### src/rtl/usb_clkreq_pkg.sv
package usb_clkreq_pkg;

   typedef enum logic [1:0] {
      HST_RESET   = 2'd0,
      HST_RESUME  = 2'd1,
      HST_OPER    = 2'd2,
      HST_SUSPEND = 2'd3
   } host_fstate_e;

   localparam int DOM_DEV  = 0;
   localparam int DOM_HOST = 1;
   localparam int DOM_BUS  = 2;
   localparam int NUM_DOM  = 3;

   localparam int DMA_DEV  = 0;
   localparam int DMA_HOST = 1;
   localparam int NUM_DMA  = 2;

endpackage

### src/rtl/usb_dma_hold_timer.sv
module usb_dma_hold_timer #(
   parameter int HOLD_FRAMES   = 2,
   parameter bit IMMEDIATE_REQ = 1'b1
) (
   input  logic clk,
   input  logic rst_n,
   input  logic access_stb,
   input  logic frame_tick,
   output logic hold_req
);

   localparam int CNT_W = (HOLD_FRAMES < 2) ? 1 : $clog2(HOLD_FRAMES + 1);
   localparam logic [CNT_W-1:0] RELOAD = CNT_W'(HOLD_FRAMES);
   localparam logic [CNT_W-1:0] ONE    = CNT_W'(1);

   if (HOLD_FRAMES < 1) begin : g_bad_hold
      $error("usb_dma_hold_timer: HOLD_FRAMES must be at least 1");
   end

   logic [CNT_W-1:0] cnt_q;
   logic             hold_active;

   // reload on access wins over a coincident frame tick
   always_ff @(posedge clk or negedge rst_n) begin
      if (!rst_n) begin
         cnt_q <= '0;
      end else if (access_stb) begin
         cnt_q <= RELOAD;
      end else if (frame_tick && (cnt_q != '0)) begin
         cnt_q <= cnt_q - ONE;
      end
   end

   assign hold_active = (cnt_q != '0);

   if (IMMEDIATE_REQ) begin : g_immediate
      assign hold_req = hold_active | access_stb;
   end else begin : g_registered
      assign hold_req = hold_active;
   end


   cnt_bound_chk: assert property (@(posedge clk) disable iff (!rst_n)
      cnt_q <= RELOAD);


   hold_reload_chk: assert property (@(posedge clk) disable iff (!rst_n)
      access_stb |=> hold_active);


   hold_release_chk: assert property (@(posedge clk) disable iff (!rst_n)
      $fell(hold_active) |-> ($past(frame_tick) && !$past(access_stb)));

endmodule

### src/rtl/usb_host_core_req.sv
module usb_host_core_req
   import usb_clkreq_pkg::*;
#(
   parameter bit WAKE_ON_DISC = 1'b1
) (
   input  logic [1:0] host_state,
   input  logic       resume_det,
   input  logic       disc_det,
   output logic       core_req
);

   host_fstate_e st;
   logic         bus_event;

   assign st = host_fstate_e'(host_state);

   if (WAKE_ON_DISC) begin : g_disc
      assign bus_event = resume_det | disc_det;
   end else begin : g_no_disc
      logic unused_disc;
      assign unused_disc = disc_det;
      assign bus_event   = resume_det;
   end

   assign core_req = (st != HST_SUSPEND) | bus_event;

endmodule

### src/rtl/usb_clk_domain_ctl.sv
module usb_clk_domain_ctl #(
   parameter int STS_STAGES = 1
) (
   input  logic clk,
   input  logic rst_n,
   input  logic sw_en,
   input  logic hw_req,
   output logic clk_run,
   output logic clk_on
);

   if (STS_STAGES < 1) begin : g_bad_sts
      $error("usb_clk_domain_ctl: STS_STAGES must be at least 1");
   end

   assign clk_run = sw_en | hw_req;

   if (STS_STAGES == 1) begin : g_one
      logic sts_q;
      always_ff @(posedge clk or negedge rst_n) begin
         if (!rst_n) sts_q <= 1'b0;
         else        sts_q <= clk_run;
      end
      assign clk_on = sts_q;


      sts_rise_chk: assert property (@(posedge clk) disable iff (!rst_n)
         $rose(clk_on) |-> $past(clk_run));


      sts_fall_chk: assert property (@(posedge clk) disable iff (!rst_n)
         $fell(clk_on) |-> !$past(clk_run));
   end else begin : g_chain
      logic [STS_STAGES-1:0] sts_pipe;
      always_ff @(posedge clk or negedge rst_n) begin
         if (!rst_n) sts_pipe <= '0;
         else        sts_pipe <= {sts_pipe[STS_STAGES-2:0], clk_run};
      end
      assign clk_on = sts_pipe[STS_STAGES-1];
   end

endmodule

### src/rtl/usb_clkreq_mgr.sv
module usb_clkreq_mgr
   import usb_clkreq_pkg::*;
#(
   parameter int HOLD_FRAMES  = 2,
   parameter int STS_STAGES   = 1,
   parameter bit WAKE_ON_DISC = 1'b1
) (
   input  logic       clk,
   input  logic       rst_n,
   input  logic       dev_dma_stb,
   input  logic       host_dma_stb,
   input  logic [1:0] host_state,
   input  logic       bus_resume_det,
   input  logic       bus_disc_det,
   input  logic       frame_tick,
   input  logic [2:0] sw_clk_en,
   input  logic       usb_int_en,
   input  logic       chip_pwr_down,
   output logic       dev_dma_clk_req,
   output logic       host_dma_clk_req,
   output logic       host_core_clk_req,
   output logic [2:0] dom_clk_run,
   output logic       usb_need_clk,
   output logic [2:0] clk_on_sts,
   output logic       wake_req
);

   logic [NUM_DMA-1:0] dma_stb;
   logic [NUM_DMA-1:0] dma_req;
   logic [NUM_DOM-1:0] hw_req;
   logic               core_req;
   logic               wake_q;

   assign dma_stb[DMA_DEV]  = dev_dma_stb;
   assign dma_stb[DMA_HOST] = host_dma_stb;

   for (genvar g = 0; g < NUM_DMA; g++) begin : g_dma
      usb_dma_hold_timer #(
         .HOLD_FRAMES   (HOLD_FRAMES),
         .IMMEDIATE_REQ (1'b1)
      ) i_hold (
         .clk        (clk),
         .rst_n      (rst_n),
         .access_stb (dma_stb[g]),
         .frame_tick (frame_tick),
         .hold_req   (dma_req[g])
      );
   end

   usb_host_core_req #(
      .WAKE_ON_DISC (WAKE_ON_DISC)
   ) i_core (
      .host_state (host_state),
      .resume_det (bus_resume_det),
      .disc_det   (bus_disc_det),
      .core_req   (core_req)
   );

   assign hw_req[DOM_DEV]  = 1'b0;
   assign hw_req[DOM_HOST] = core_req;
   assign hw_req[DOM_BUS]  = |dma_req;

   for (genvar d = 0; d < NUM_DOM; d++) begin : g_dom
      usb_clk_domain_ctl #(
         .STS_STAGES (STS_STAGES)
      ) i_dom (
         .clk     (clk),
         .rst_n   (rst_n),
         .sw_en   (sw_clk_en[d]),
         .hw_req  (hw_req[d]),
         .clk_run (dom_clk_run[d]),
         .clk_on  (clk_on_sts[d])
      );
   end

   assign usb_need_clk = (|sw_clk_en) | (|hw_req);

   always_ff @(posedge clk or negedge rst_n) begin
      if (!rst_n) wake_q <= 1'b0;
      else        wake_q <= chip_pwr_down & usb_int_en & usb_need_clk;
   end

   assign wake_req          = wake_q;
   assign dev_dma_clk_req   = dma_req[DMA_DEV];
   assign host_dma_clk_req  = dma_req[DMA_HOST];
   assign host_core_clk_req = core_req;


   need_covers_run_chk: assert property (@(posedge clk) disable iff (!rst_n)
      (|dom_clk_run) |-> usb_need_clk);


   bus_run_dma_chk: assert property (@(posedge clk) disable iff (!rst_n)
      (dev_dma_clk_req || host_dma_clk_req) |-> dom_clk_run[DOM_BUS]);


   host_run_core_chk: assert property (@(posedge clk) disable iff (!rst_n)
      host_core_clk_req |-> dom_clk_run[DOM_HOST]);


   wake_src_chk: assert property (@(posedge clk) disable iff (!rst_n)
      wake_req |-> ($past(usb_need_clk) && $past(chip_pwr_down)));

endmodule

### config.mk
export PLATFORM = sky130hd
export DESIGN_NAME = usb_clkreq_mgr
export DESIGN_NICKNAME = d
export VERILOG_FILES = /design/src/rtl/usb_clkreq_pkg.sv /design/src/rtl/usb_dma_hold_timer.sv /design/src/rtl/usb_host_core_req.sv /design/src/rtl/usb_clk_domain_ctl.sv /design/src/rtl/usb_clkreq_mgr.sv
export SDC_FILE = /design/constraint.sdc
export NUM_CORES = 1
export LEC_CHECK = 0
export CAP_MARGIN = 0
export CORE_AREA = 5 5 42 44
export CTS_CLUSTER_DIAMETER = 30
export DETAILED_ROUTE_END_ITERATION = 10
export DIE_AREA = 0 0 47 49
export PLACE_DENSITY = 0.74
export SKIP_CTS_REPAIR_TIMING = 1
export SKIP_LAST_GASP = 1
export SLEW_MARGIN = 10
export SYNTH_ARGS = -nofsm -noshare
export SYNTH_HDL_FRONTEND = slang
export SYNTH_SLANG_ARGS = --single-unit
### constraint.sdc
create_clock -name clk -period 3.05 [get_ports clk]
set_input_delay 0.61 -clock clk [delete_from_list [all_inputs] [get_ports clk]]
set_output_delay 0.61 -clock clk [all_outputs]
set_load 0.02 [all_outputs]
# Word level (Yosys, flattened, before mapping)
# Index checks and enable logic that the tools add are counted.
# op_classes
mux,4
n_addsub,2
eq_ne,1
reduce_logical,9
bitwise,9
# op_table
op,count
$mux 2,4
$reduce_bool 2->1,4
$or 1x1->1,7
$reduce_or 3->1,2
$sub 2x1->2 const B,2
$and 1x1->1,2
$logic_and 1x1->1,2
$ne 2x2->1 const B,1
$reduce_or 2->1,1
# word_totals
register_bits,8

# Longest topological paths before layout
# Gate-level depths: netlist of the first run.
# logic_depth
depth_word,5
depth_mapped,5

# Hierarchy
# Synthesis of the first run repeated with hierarchy kept, for this count alone.
# hier_totals
cells_unflattened,41
hier_area_um2,439.2
# modules_own_cells
mod,n_inst,area_per_inst_um2,cells_each,seq_area_each_um2
usb_dma_hold_timer,2,136.4,13,50.0
usb_clk_domain_ctl,3,31.3,2,25.0
usb_clkreq_mgr,1,61.3,8,25.0
usb_host_core_req,1,11.3,1,0.0

# Worst setup path after synthesis of the first run
# No wires, ideal clock.
# synth_timing
kind,input to output
from,input bus_resume_det
to,output dom_clk_run[1]
path_stages,3
slack_ns,1.147
arrival_time_ns,1.293
t_required_ns,2.440
path_cell_list,and4bb_1 -> or2b_1 -> buf_4
# synth_via
elab_chain_cells,3
# synth_lines
item,line_no,source
from (decl),usb_clkreq_mgr.sv:13,"input logic bus_resume_det,"
$or 1x1->1,usb_host_core_req.sv:18,assign bus_event = resume_det | disc_det;
$or 1x1->1,usb_host_core_req.sv:25,assign core_req = (st != HST_SUSPEND) | bus_event;
$or 1x1->1,usb_clk_domain_ctl.sv:16,assign clk_run = sw_en | hw_req;
to (decl),usb_clkreq_mgr.sv:22,"output logic [2:0] dom_clk_run,"
# No other way between the ends.

# Final worst setup path of the first run
# layout_timing
from,input host_dma_stb
to,output dom_clk_run[2]
# layout_via
elab_chain_cells,3
# layout_lines
item,line_no,source
from (decl),usb_clkreq_mgr.sv:11,"input logic host_dma_stb,"
$or 1x1->1,usb_dma_hold_timer.sv:37,assign hold_req = hold_active | access_stb;
$reduce_or 2->1,usb_clkreq_mgr.sv:61,assign hw_req[DOM_BUS] = |dma_req;
$or 1x1->1,usb_clk_domain_ctl.sv:16,
# No other way between the ends.

==> results.sh, run 1 <==
export IMPL_drt_iter0_markers=5
export IMPL_grt_busiest_layer="met2"
export IMPL_finalWorstPathRequiredPeriod_ps=2750
export IMPL_netlist_cell_type_count=14
export IMPL_synth_edf_count=0
export IMPL_num_nets_final=79
export IMPL_grt_pass1_wl_um=1320
export IMPL_synth_most_common_cell="dfrtp_1"
export IMPL_synth_flop_cell="dfrtp_1"
export IMPL_slew_headroom_pct=75.1
export IMPL_core_rowCount=14
export IMPL_antenna_found_initial=0
export IMPL_holdCritPathClass="register to register"
export IMPL_synth_top_area_share_pct=45.2
export IMPL_max_freq_ghz=0.363
export IMPL_crit_buf_inv=2
export IMPL_synth_nets=56
export IMPL_core_area_um2=1400
export IMPL_drtPass1Iterations=2
export IMPL_hold_viol_final=0
export IMPL_syn_to_final_growth_pct=53.7
export IMPL_routedWlPerCell_um=11.2
export IMPL_yosysSeqAreaShare_pct=45.2
export IMPL_clock_skew_ps=0.703
export IMPL_cp_common_cell="clkdlybuf4s50_1"
export IMPL_numCtsBuffers=3
export IMPL_grtUsageMet2_pct=12.4
export IMPL_cp_max_fo=4
export IMPL_initial_core_util_pct=31.6
export IMPL_p_per_area_nw_per_um2=408
export IMPL_synth_warning_count=0
export IMPL_gp_congestion=0.617
export IMPL_cp_cell_sequence="clkdlybuf4s50_1 > nor3b_4 > or2b_1 > clkdlybuf4s50_1"
export IMPL_synth_top_area_cell="dfrtp_1"
export IMPL_gr_total_overflow=0
export IMPL_via_count=343
export IMPL_cp_arrival_ps=2140
export IMPL_vias_per_cell=4.45
export IMPL_startpoint_type="input port"
export IMPL_ys_top_cells_by_count="dfrtp_1 (8), buf_4 (6), inv_1 (5), nor2_1 (5), nand2b_1 (3)"
export IMPL_port_buffer_count=24
export IMPL_drive_gt1_share_pct=9.84
export IMPL_drc=0
export IMPL_status="finished, final reports clean"
export IMPL_ff2ff_setup_slack_ps=1790
export IMPL_insertion_delay_ps=250
export IMPL_ys_async_sr_fraction_pct=100
export IMPL_clock_path_buffers=2
export IMPL_wirelength_um=866
export IMPL_synth_cell_area_um2=443
export IMPL_setup_viol=0
export IMPL_place_ws_ps=290
export IMPL_worstSetupPathType="input port to primary output"
export IMPL_h_tree_depth=1
export IMPL_syn_area_per_cell_um2=11.1
export IMPL_grt_max_degree=9
export IMPL_critPathSlowestCell="clkdlybuf4s50_1"
export IMPL_grt_pass1_vias=312
export IMPL_die_width_um=47
export IMPL_period_share_pct=90.3
export IMPL_rsz0062_at_grt="no"
export IMPL_use_met3_pct=7.01
export IMPL_cp_slowest_stage_delay_ps=540
export IMPL_ir_worst_vdd_mv=0.313
export IMPL_maxCapViolCount=0
export IMPL_synth_area_top_cells="dfrtp_1 (45%), buf_4 (10%), ha_1 (5.6%)"
export IMPL_die_area_um2=2300
export IMPL_grt_usage_pct=8.58
export IMPL_place_hpwl_um=753
export IMPL_cts_sinks=8
export IMPL_end_kind="primary output"
export IMPL_ys_ff_latch=8
export IMPL_p_leak_nw=0.307
export IMPL_clk_pin_slew_ps=50
export IMPL_antenna_cells=0
export IMPL_io_pins=25
export IMPL_final_antenna_net_count=0
export IMPL_required_ps=2440
export IMPL_netlist_instances=40
export IMPL_cts_root_buffer="clkbuf_4"
export IMPL_layout_setup_ws_ps=297
export IMPL_cts_tree="done"
export IMPL_path_delay_family="buffers and inverters"
export IMPL_use_met1_pct=8.54
export IMPL_tightest_slew_ps=372
export IMPL_die_h_um=49
export IMPL_final_max_slew_viol_count=0
export IMPL_fin_setup_tns_ps=0
state kept, by name, indices dropped and copies added, names as in the netlist:
register and cells:
wake_req 1, g_dom.i_dom.clk_on 3, g_dma.i_hold.cnt_q 4
per-layer routing:
layer	share of wire [%]	vias to the layer above	wire, um
li1	-	166	-
met1	34	159	298
met2	52	16	454
met3	12	2	106
met4	0.81	0	7
met5	0	-	0
placed cells by master (no fill, tap or decap):
cell             instances
nand4b_2                 1
a211o_1                  2
ha_1                     2
xnor2_1                  2
and3_1                   1
nand2b_4                 1
or2b_1                   2
dfrtp_1                  8
nand2b_1                 3
nor2_1                   5
inv_1                    5
clkbuf_4                 3
nor3b_4                  1
clkdlybuf4s50_1         24
and4bb_1                 1
power breakdown:
part / leakage [nW] / internal (mW) / total (mW) / switching, mW
logic: 0.204 / 0.0444 / 0.0783 / 0.0339
clock network: 0.0138 / 0.0450 / 0.0806 / 0.0356
registers: 0.0886 / 0.116 / 0.119 / 0.00338
path summary, 6_finish.rpt:
check,startpoint,end,cells past startpoint
worst min-delay path,g_dma[0].i_hold.cnt_q[1]$_DFFE_PN0P_,g_dma[0].i_hold.cnt_q[1]$_DFFE_PN0P_,1
worst max-delay path,host_dma_stb,dom_clk_run[2],4
worst max register to register,g_dma[0].i_hold.cnt_q[0]$_DFFE_PN0P_,g_dma[0].i_hold.cnt_q[1]$_DFFE_PN0P_,5
min in group asynchronous,rst_n,g_dma[1].i_hold.cnt_q[1]$_DFFE_PN0P_,1
max in group asynchronous,rst_n,g_dom[0].i_dom.clk_on$_DFF_PN0_,1
worst min register to register,g_dma[0].i_hold.cnt_q[1]$_DFFE_PN0P_,g_dma[0].i_hold.cnt_q[1]$_DFFE_PN0P_,1
cell type report:
| type | instances | area [um2] |
|---|---|---|
| inverters | 5 | 18.8 |
| repair buffers | 24 | 240 |
| well taps | 16 | 20.0 |
| multi-input cells | 21 | 179 |
| clock buffers | 3 | 22.5 |
| flip-flops and latches | 8 | 200 |
| fillers | 139 | 721 |
worst reg2reg max path: cells and delay by family, from the launching register on:
kind / cells / cell delay (ps)
flops: 1 / 350
simple gates: 2 / 230
fa+ha+maj: 1 / 220
compound gates: 1 / 260
buf+inv: 1 / 90
stage by stage:
stage | util (%) | hold WS (ps) | area [um2] | std cells | total power, mW
floorplan | - | 314 | 443 | 40 | 0.166
global placement | 47.0 | 470 | 658 | 74 | 0.197
detailed placement | 47.0 | 485 | 658 | 74 | 0.200
CTS | 48.6 | 498 | 681 | 77 | 0.286
global route | 48.6 | 524 | 681 | 77 | 0.298
finish | 48.6 | 494 | 681 | 77 | 0.278
cells by family (layout without fill, tap and decap cells):
| logic type | Yosys count | count (layout) | share of synthesized area (%) |
|---|---|---|---|
| xor gates and xnor gates | 2 | 2 | 3.96 |
| AOI/OAI and AO/OA | 2 | 2 | 3.96 |
| DFF | 8 | 8 | 45.2 |
| adders and majority gates | 2 | 2 | 5.65 |
| and+or+nand+nor | 15 | 15 | 26.8 |
| buffers and inverters | 11 | 32 | 14.4 |
No activity file was read; power rests on OpenSTA's default activity.
==> run 2, diff against run 1 <==
--- a/config.mk
+++ b/config.mk
@@ -10,6 +10,7 @@
 export CTS_CLUSTER_DIAMETER = 30
 export DETAILED_ROUTE_END_ITERATION = 10
 export DIE_AREA = 0 0 47 49
+export GPL_TIMING_DRIVEN = 0
 export PLACE_DENSITY = 0.74
 export SKIP_CTS_REPAIR_TIMING = 1
 export SKIP_LAST_GASP = 1
==> run 2 against run 1 <==
Against the previous run: combinational power increased by 3.8%; clock power increased by 1%; sequential cell count unchanged; design area increased by 6.6%; utilization rose by 3.2 points; via count increased by 1.2%; register-to-register slack lost 40 ps; setup slack worse by 120 ps; cell count up 7.8%; largest power group unchanged; highest routed layer is now met3.
==> results.sh, run 2 (synthesized netlist as in run 1, its figures left out) <==
export IMPL_status="finished, final reports clean"
export IMPL_vias_per_cell=4.18
export IMPL_routedWlPerCell_um=10.4
export IMPL_placed_area_um2=703
export IMPL_p_per_area_nw_per_um2=388
export IMPL_drtPass1Iterations=2
export IMPL_end_kind="primary output"
export IMPL_place_ws_ps=160
export IMPL_grt_pass1_wl_um=1310
export IMPL_drt_iter0_markers=3
export IMPL_hold_viol_final=0
export IMPL_largest_reg_flops=4
export IMPL_die_h_um=49
export IMPL_final_antenna_net_count=0
export IMPL_gr_total_overflow=0
export IMPL_wirelength_um=861
export IMPL_startpoint_type="input port"
export IMPL_io_pins=25
export IMPL_via_count=347
export IMPL_num_nets_final=85
export IMPL_layout_setup_ws_ps=172
export IMPL_design_area_um2=726
export IMPL_core_area_um2=1400
export IMPL_ir_worst_vdd_mv=0.318
export IMPL_slew_headroom_pct=76.3
export IMPL_use_met3_pct=7.01
export IMPL_ff2ff_setup_slack_ps=1750
export IMPL_postLayoutCoreUtil_pct=51.8
export IMPL_cp_arrival_ps=2270
export IMPL_r2r_end="wake_req$_DFF_PN0_"
export IMPL_fin_setup_tns_ps=0
export IMPL_grt_max_degree=9
export IMPL_layout_commonest_cell="clkdlybuf4s50_1"
export IMPL_period_share_pct=94.4
export IMPL_die_width_um=47
export IMPL_most_common_layout_cells="clkdlybuf4s50_1 (24), dfrtp_1 (8), buf_4 (6)"
export IMPL_antenna_cells=0
export IMPL_worstSetupPathType="input port to primary output"
export IMPL_cts_tree="done"
export IMPL_gp_congestion=0.599
export IMPL_final_max_slew_viol_count=0
export IMPL_largest_register="g_dma.i_hold.cnt_q"
export IMPL_setup_viol=0
export IMPL_drc=0
export IMPL_grt_usage_pct=8.47
export IMPL_rsz0062_at_grt="no"
export IMPL_clock_skew_ps=9.65
export IMPL_die_area_um2=2300
export IMPL_antenna_found_initial=0
export IMPL_holdCritPathClass="register to register"
export IMPL_clock_path_buffers=2
export IMPL_grt_busiest_layer="met2"
export IMPL_syn_to_final_growth_pct=63.8
export IMPL_p_leak_nw=0.333
export IMPL_max_freq_ghz=0.347
export IMPL_core_rowCount=14
export IMPL_cts_root_buffer="clkbuf_4"
export IMPL_tightest_slew_ps=355
export IMPL_required_ps=2440
export IMPL_grtUsageMet2_pct=11.3
export IMPL_reg2regPathDepth=5
export IMPL_cp_endpoint="dom_clk_run[2]"
export IMPL_port_buffer_count=24
export IMPL_cts_sinks=8
export IMPL_total_power_mw=0.282
export IMPL_timing_rr_start="g_dma[1].i_hold.cnt_q[0]$_DFFE_PN0P_"
export IMPL_numCtsBuffers=3
export IMPL_h_tree_depth=1
export IMPL_initial_core_util_pct=31.6
export IMPL_maxCapViolCount=0
export IMPL_clk_pin_slew_ps=60
export IMPL_cp_max_fo=4
export IMPL_use_met1_pct=10.0
export IMPL_insertion_delay_ps=260
export IMPL_place_hpwl_um=735
export IMPL_finalWorstPathRequiredPeriod_ps=2880
export IMPL_grt_pass1_vias=296
export IMPL_drive_gt1_share_pct=17.9
export IMPL_cp_startpoint="host_dma_stb"
run 2: routing by layer:
layer	part of all wire, %	routed length, um
met1	39	339
met2	48	417
met3	12	104
met4	0	0
met5	0	0
run 2: worst min-delay path by stage:
stage                                              start                                    to  slack, ps  depth (start not counted)
CTS                 g_dma[0].i_hold.cnt_q[1]$_DFFE_PN0P_  g_dma[0].i_hold.cnt_q[1]$_DFFE_PN0P_        490                          1
global route        g_dma[1].i_hold.cnt_q[1]$_DFFE_PN0P_  g_dma[1].i_hold.cnt_q[1]$_DFFE_PN0P_        510                          1
floorplan                                          rst_n  g_dma[0].i_hold.cnt_q[0]$_DFFE_PN0P_        310                          0
detailed placement  g_dma[1].i_hold.cnt_q[1]$_DFFE_PN0P_  g_dma[1].i_hold.cnt_q[1]$_DFFE_PN0P_        480                          1
finish              g_dma[1].i_hold.cnt_q[1]$_DFFE_PN0P_  g_dma[1].i_hold.cnt_q[1]$_DFFE_PN0P_        490                          1
global placement    g_dma[0].i_hold.cnt_q[1]$_DFFE_PN0P_  g_dma[0].i_hold.cnt_q[1]$_DFFE_PN0P_        470                          1
run 2: critical path: stages:
cell	delay (ps)
clkdlybuf4s50_1	500
nor3b_4	240
or2b_1	260
buf_4	130
clkdlybuf4s50_1	530
run 2: metrics by stage:
stage          hold WS [ps]  instances
5_1_grt                 510         83
4_1_cts                 490         83
3_3_place_gp            471         80
3_5_place_dp            477         80
2_1_floorplan           314         40
6_report                490         83
run 2: cell type report:
| cell class | count | area, um2 |
|---|---|---|
| Sequential cell | 8 | 200 |
| Tap cell | 16 | 20.0 |
| Timing Repair Buffer | 24 | 240 |
| Inverter | 5 | 18.8 |
| Buffer | 6 | 45.0 |
| Clock buffer | 3 | 22.5 |
| Multi-Input combinational cell | 21 | 179 |
| Fill cell | 135 | 676 |
run 2: report_power, final:
group          internal (mW)  switching [mW]  leakage [nW]
sequential             0.116         0.00300        0.0886
combinational         0.0468          0.0345         0.231
clock                 0.0451          0.0367        0.0138
total                  0.208          0.0742         0.333
==> run 3, diff against run 2 <==
--- a/config.mk
+++ b/config.mk
@@ -5,13 +5,15 @@
 export SDC_FILE = /design/constraint.sdc
 export NUM_CORES = 1
 export LEC_CHECK = 0
+export ABC_AREA = 1
 export CAP_MARGIN = 0
 export CORE_AREA = 5 5 42 44
 export CTS_CLUSTER_DIAMETER = 30
 export DETAILED_ROUTE_END_ITERATION = 10
 export DIE_AREA = 0 0 47 49
 export GPL_TIMING_DRIVEN = 0
-export PLACE_DENSITY = 0.74
+export HOLD_SLACK_MARGIN = 0.02
+export PLACE_DENSITY = 0.73
 export SKIP_CTS_REPAIR_TIMING = 1
 export SKIP_LAST_GASP = 1
 export SLEW_MARGIN = 10
==> run 3 against run 2 <==
Against the previous run: sequential cell count unchanged; clock skew decreased by 8.5 ps; synthesized area is 3.1% lower; critical path type unchanged; maximum frequency rose by 6.5%; total power decreased by 6.7%; via count rose by 9.5%; sequential share of layout area is 0.53 points higher; non-clock buffer count did not move; wire length rose by 14%; register-to-register slack improved by 150 ps; largest power group unchanged; synthesized cell count increased by 23%.
==> results.sh, run 3 <==
export IMPL_io_pins=25
export IMPL_status="finished, final reports clean"
export IMPL_routedWlPerCell_um=10.6
export IMPL_reg2regPathDepth=7
export IMPL_drt_iter0_markers=0
export IMPL_h_tree_depth=1
export IMPL_antenna_found_initial=0
export IMPL_ff2ff_setup_slack_ps=1900
export IMPL_power_share_clock_pct=31.2
export IMPL_finalWorstPathRequiredPeriod_ps=2700
export IMPL_path_delay_family="buffers and inverters"
export IMPL_drc=0
export IMPL_required_ps=2440
export IMPL_wirelength_um=979
export IMPL_synth_edf_count=0
export IMPL_hold_path_depth=2
export IMPL_clock_skew_ps=1.12
export IMPL_place_hpwl_um=840
export IMPL_initial_core_util_pct=30.6
export IMPL_r2r_end="wake_req$_DFF_PN0_"
export IMPL_vias_per_cell=4.13
export IMPL_layout_setup_ws_ps=348
export IMPL_cts_sinks=8
export IMPL_ir_worst_vdd_mv=0.148
export IMPL_seqPwrFrac_pct=44.3
export IMPL_synth_top_area_cell="dfrtp_1"
export IMPL_die_h_um=49
export IMPL_whs_endpoint="g_dma[1].i_hold.cnt_q[1]$_DFFE_PN0P_"
export IMPL_intPower_mw=0.193
export IMPL_design_area_um2=712
export IMPL_gp_congestion=0.766
export IMPL_yosysSeqAreaShare_pct=46.6
export IMPL_netlist_instances=49
export IMPL_use_met1_pct=11.7
export IMPL_fin_setup_tns_ps=0
export IMPL_die_area_um2=2300
export IMPL_synth_area_top_cells="dfrtp_1 (47%), buf_4 (10%), inv_1 (9.6%)"
export IMPL_critPathSlowestCell="clkdlybuf4s50_1"
export IMPL_period_share_pct=88.6
export IMPL_n_fill_cell=141
export IMPL_ys_ff_latch=8
export IMPL_drive_gt1_share_pct=18.4
export IMPL_cp_arrival_ps=2090
export IMPL_clock_path_buffers=2
export IMPL_syn_to_final_growth_pct=65.9
export IMPL_most_common_layout_cells="clkdlybuf4s50_1 (24), inv_1 (11), dfrtp_1 (8)"
export IMPL_final_max_slew_viol_count=0
export IMPL_cts_tree="done"
export IMPL_worstSetupPathType="input port to primary output"
export IMPL_placed_area_um2=689
export IMPL_core_rowCount=14
export IMPL_port_buffer_count=24
export IMPL_synth_most_common_cell="inv_1"
export IMPL_crit_buf_inv=4
export IMPL_place_ws_ps=339
export IMPL_use_met3_pct=1.11
export IMPL_timing_rr_start="g_dma[1].i_hold.cnt_q[0]$_DFFE_PN0P_"
export IMPL_grtUsageMet2_pct=15.4
export IMPL_grt_busiest_layer="met2"
export IMPL_holdCritPathClass="register to register"
export IMPL_num_nets_final=94
export IMPL_cp_cell_sequence="clkdlybuf4s50_1 > nand2_1 > inv_1 > nand2_1 > or2_1 > buf_4 > clkdlybuf4s50_1"
export IMPL_combPwrFrac_pct=24.6
export IMPL_grt_pass1_vias=366
export IMPL_rsz0062_at_grt="no"
export IMPL_ys_top_cells_by_count="inv_1 (11), dfrtp_1 (8), buf_4 (6), nand2_1 (5)"
export IMPL_setup_viol=0
export IMPL_largest_reg_flops=4
export IMPL_cp_max_fo=2
export IMPL_ys_async_sr_fraction_pct=100
export IMPL_core_area_um2=1400
export IMPL_grt_pass1_wl_um=1590
export IMPL_grt_max_degree=9
export IMPL_maxCapViolCount=0
export IMPL_final_seq_area_um2=200
export IMPL_netlist_cell_type_count=13
export IMPL_gr_total_overflow=0
export IMPL_syn_area_per_cell_um2=8.76
export IMPL_hold_start="g_dma[1].i_hold.cnt_q[1]$_DFFE_PN0P_"
export IMPL_end_kind="primary output"
export IMPL_antenna_cells=0
export IMPL_via_count=380
export IMPL_layout_commonest_cell="clkdlybuf4s50_1"
export IMPL_synth_cell_area_um2=429
export IMPL_startpoint_type="input port"
export IMPL_hold_viol_final=0
export IMPL_clk_pin_slew_ps=50
export IMPL_cp_slowest_stage_delay_ps=530
export IMPL_grt_usage_pct=10.2
export IMPL_drtPass1Iterations=1
export IMPL_insertion_delay_ps=250
export IMPL_synth_flop_cell="dfrtp_1"
export IMPL_max_freq_ghz=0.370
export IMPL_multi_input_area_um2=143
export IMPL_tightest_slew_ps=354
export IMPL_numCtsBuffers=3
export IMPL_total_power_mw=0.263
export IMPL_p_switching_mw=0.0696
export IMPL_synth_nets=65
export IMPL_p_leak_nw=0.318
export IMPL_die_width_um=47
export IMPL_final_antenna_net_count=0
export IMPL_synth_top_area_share_pct=46.6
export IMPL_cts_root_buffer="clkbuf_4"
export IMPL_largest_register="g_dma.i_hold.cnt_q"
export IMPL_synth_warning_count=0
export IMPL_p_per_area_nw_per_um2=369
export IMPL_slew_headroom_pct=76.3
export IMPL_sw_frac_of_total_pct=26.5
==> run 3: worst max path at each step <==
stage	slack, ps	cells after the start	start	end
CTS	340	7	host_state[1]	dom_clk_run[1]
global placement	340	7	host_state[1]	dom_clk_run[1]
floorplan	1170	4	bus_disc_det	dom_clk_run[1]
global route	270	6	host_dma_stb	usb_need_clk
finish	350	7	host_state[1]	dom_clk_run[1]
detailed placement	340	7	host_state[1]	dom_clk_run[1]
==> run 3: stage by stage <==
step / hold WS, ps / util [%] / std cells
after floorplan: 314 / - / 49
after global placement: 484 / 49.2 / 89
after detailed placement: 506 / 49.2 / 89
after CTS: 521 / 50.8 / 92
after global routing: 568 / 50.8 / 92
final: 520 / 50.8 / 92
==> run 3: cell families (layout without fill, tap and decap cells) <==
group	after synthesis	after routing	synth area share (%)
compound gates	8	8	10.5
fa+ha+maj	2	2	5.83
buf+inv	17	44	20.1
flops	8	8	46.6
simple gates	14	14	16.9
==> run 3: cell type report <==
cell class | instances | area share (%)
Timing Repair Buffer | 24 | 33.7
Sequential cell | 8 | 28.1
Multi-Input combinational cell | 24 | 20.0
Buffer | 6 | 6.33
Inverter | 11 | 5.80
Clock buffer | 3 | 3.16
Tap cell | 16 | 2.81
==> run 3: layer usage <==
layer	part of all wire (%)	vias up
li1	-	199
met2	54	8
met1	40	171
met4	2.0	0
met3	4.4	2
met5	0	-
==> run 3: tightest hold or removal path, delay by kind of cell (launching register included) <==
family,cells,cell delay [ps]
DFF,1,350
AOI/OAI and AO/OA,2,140
==> run 3: power by group through the flow <==
stage	Sequential (mW)	Clock, mW	Combinational, mW
after floorplan	0.119	0	0.0295
after global placement	0.118	0	0.0624
after detailed placement	0.118	0	0.0656
after global routing	0.117	0.0909	0.0731
after CTS	0.116	0.0858	0.0658
final	0.116	0.0819	0.0645
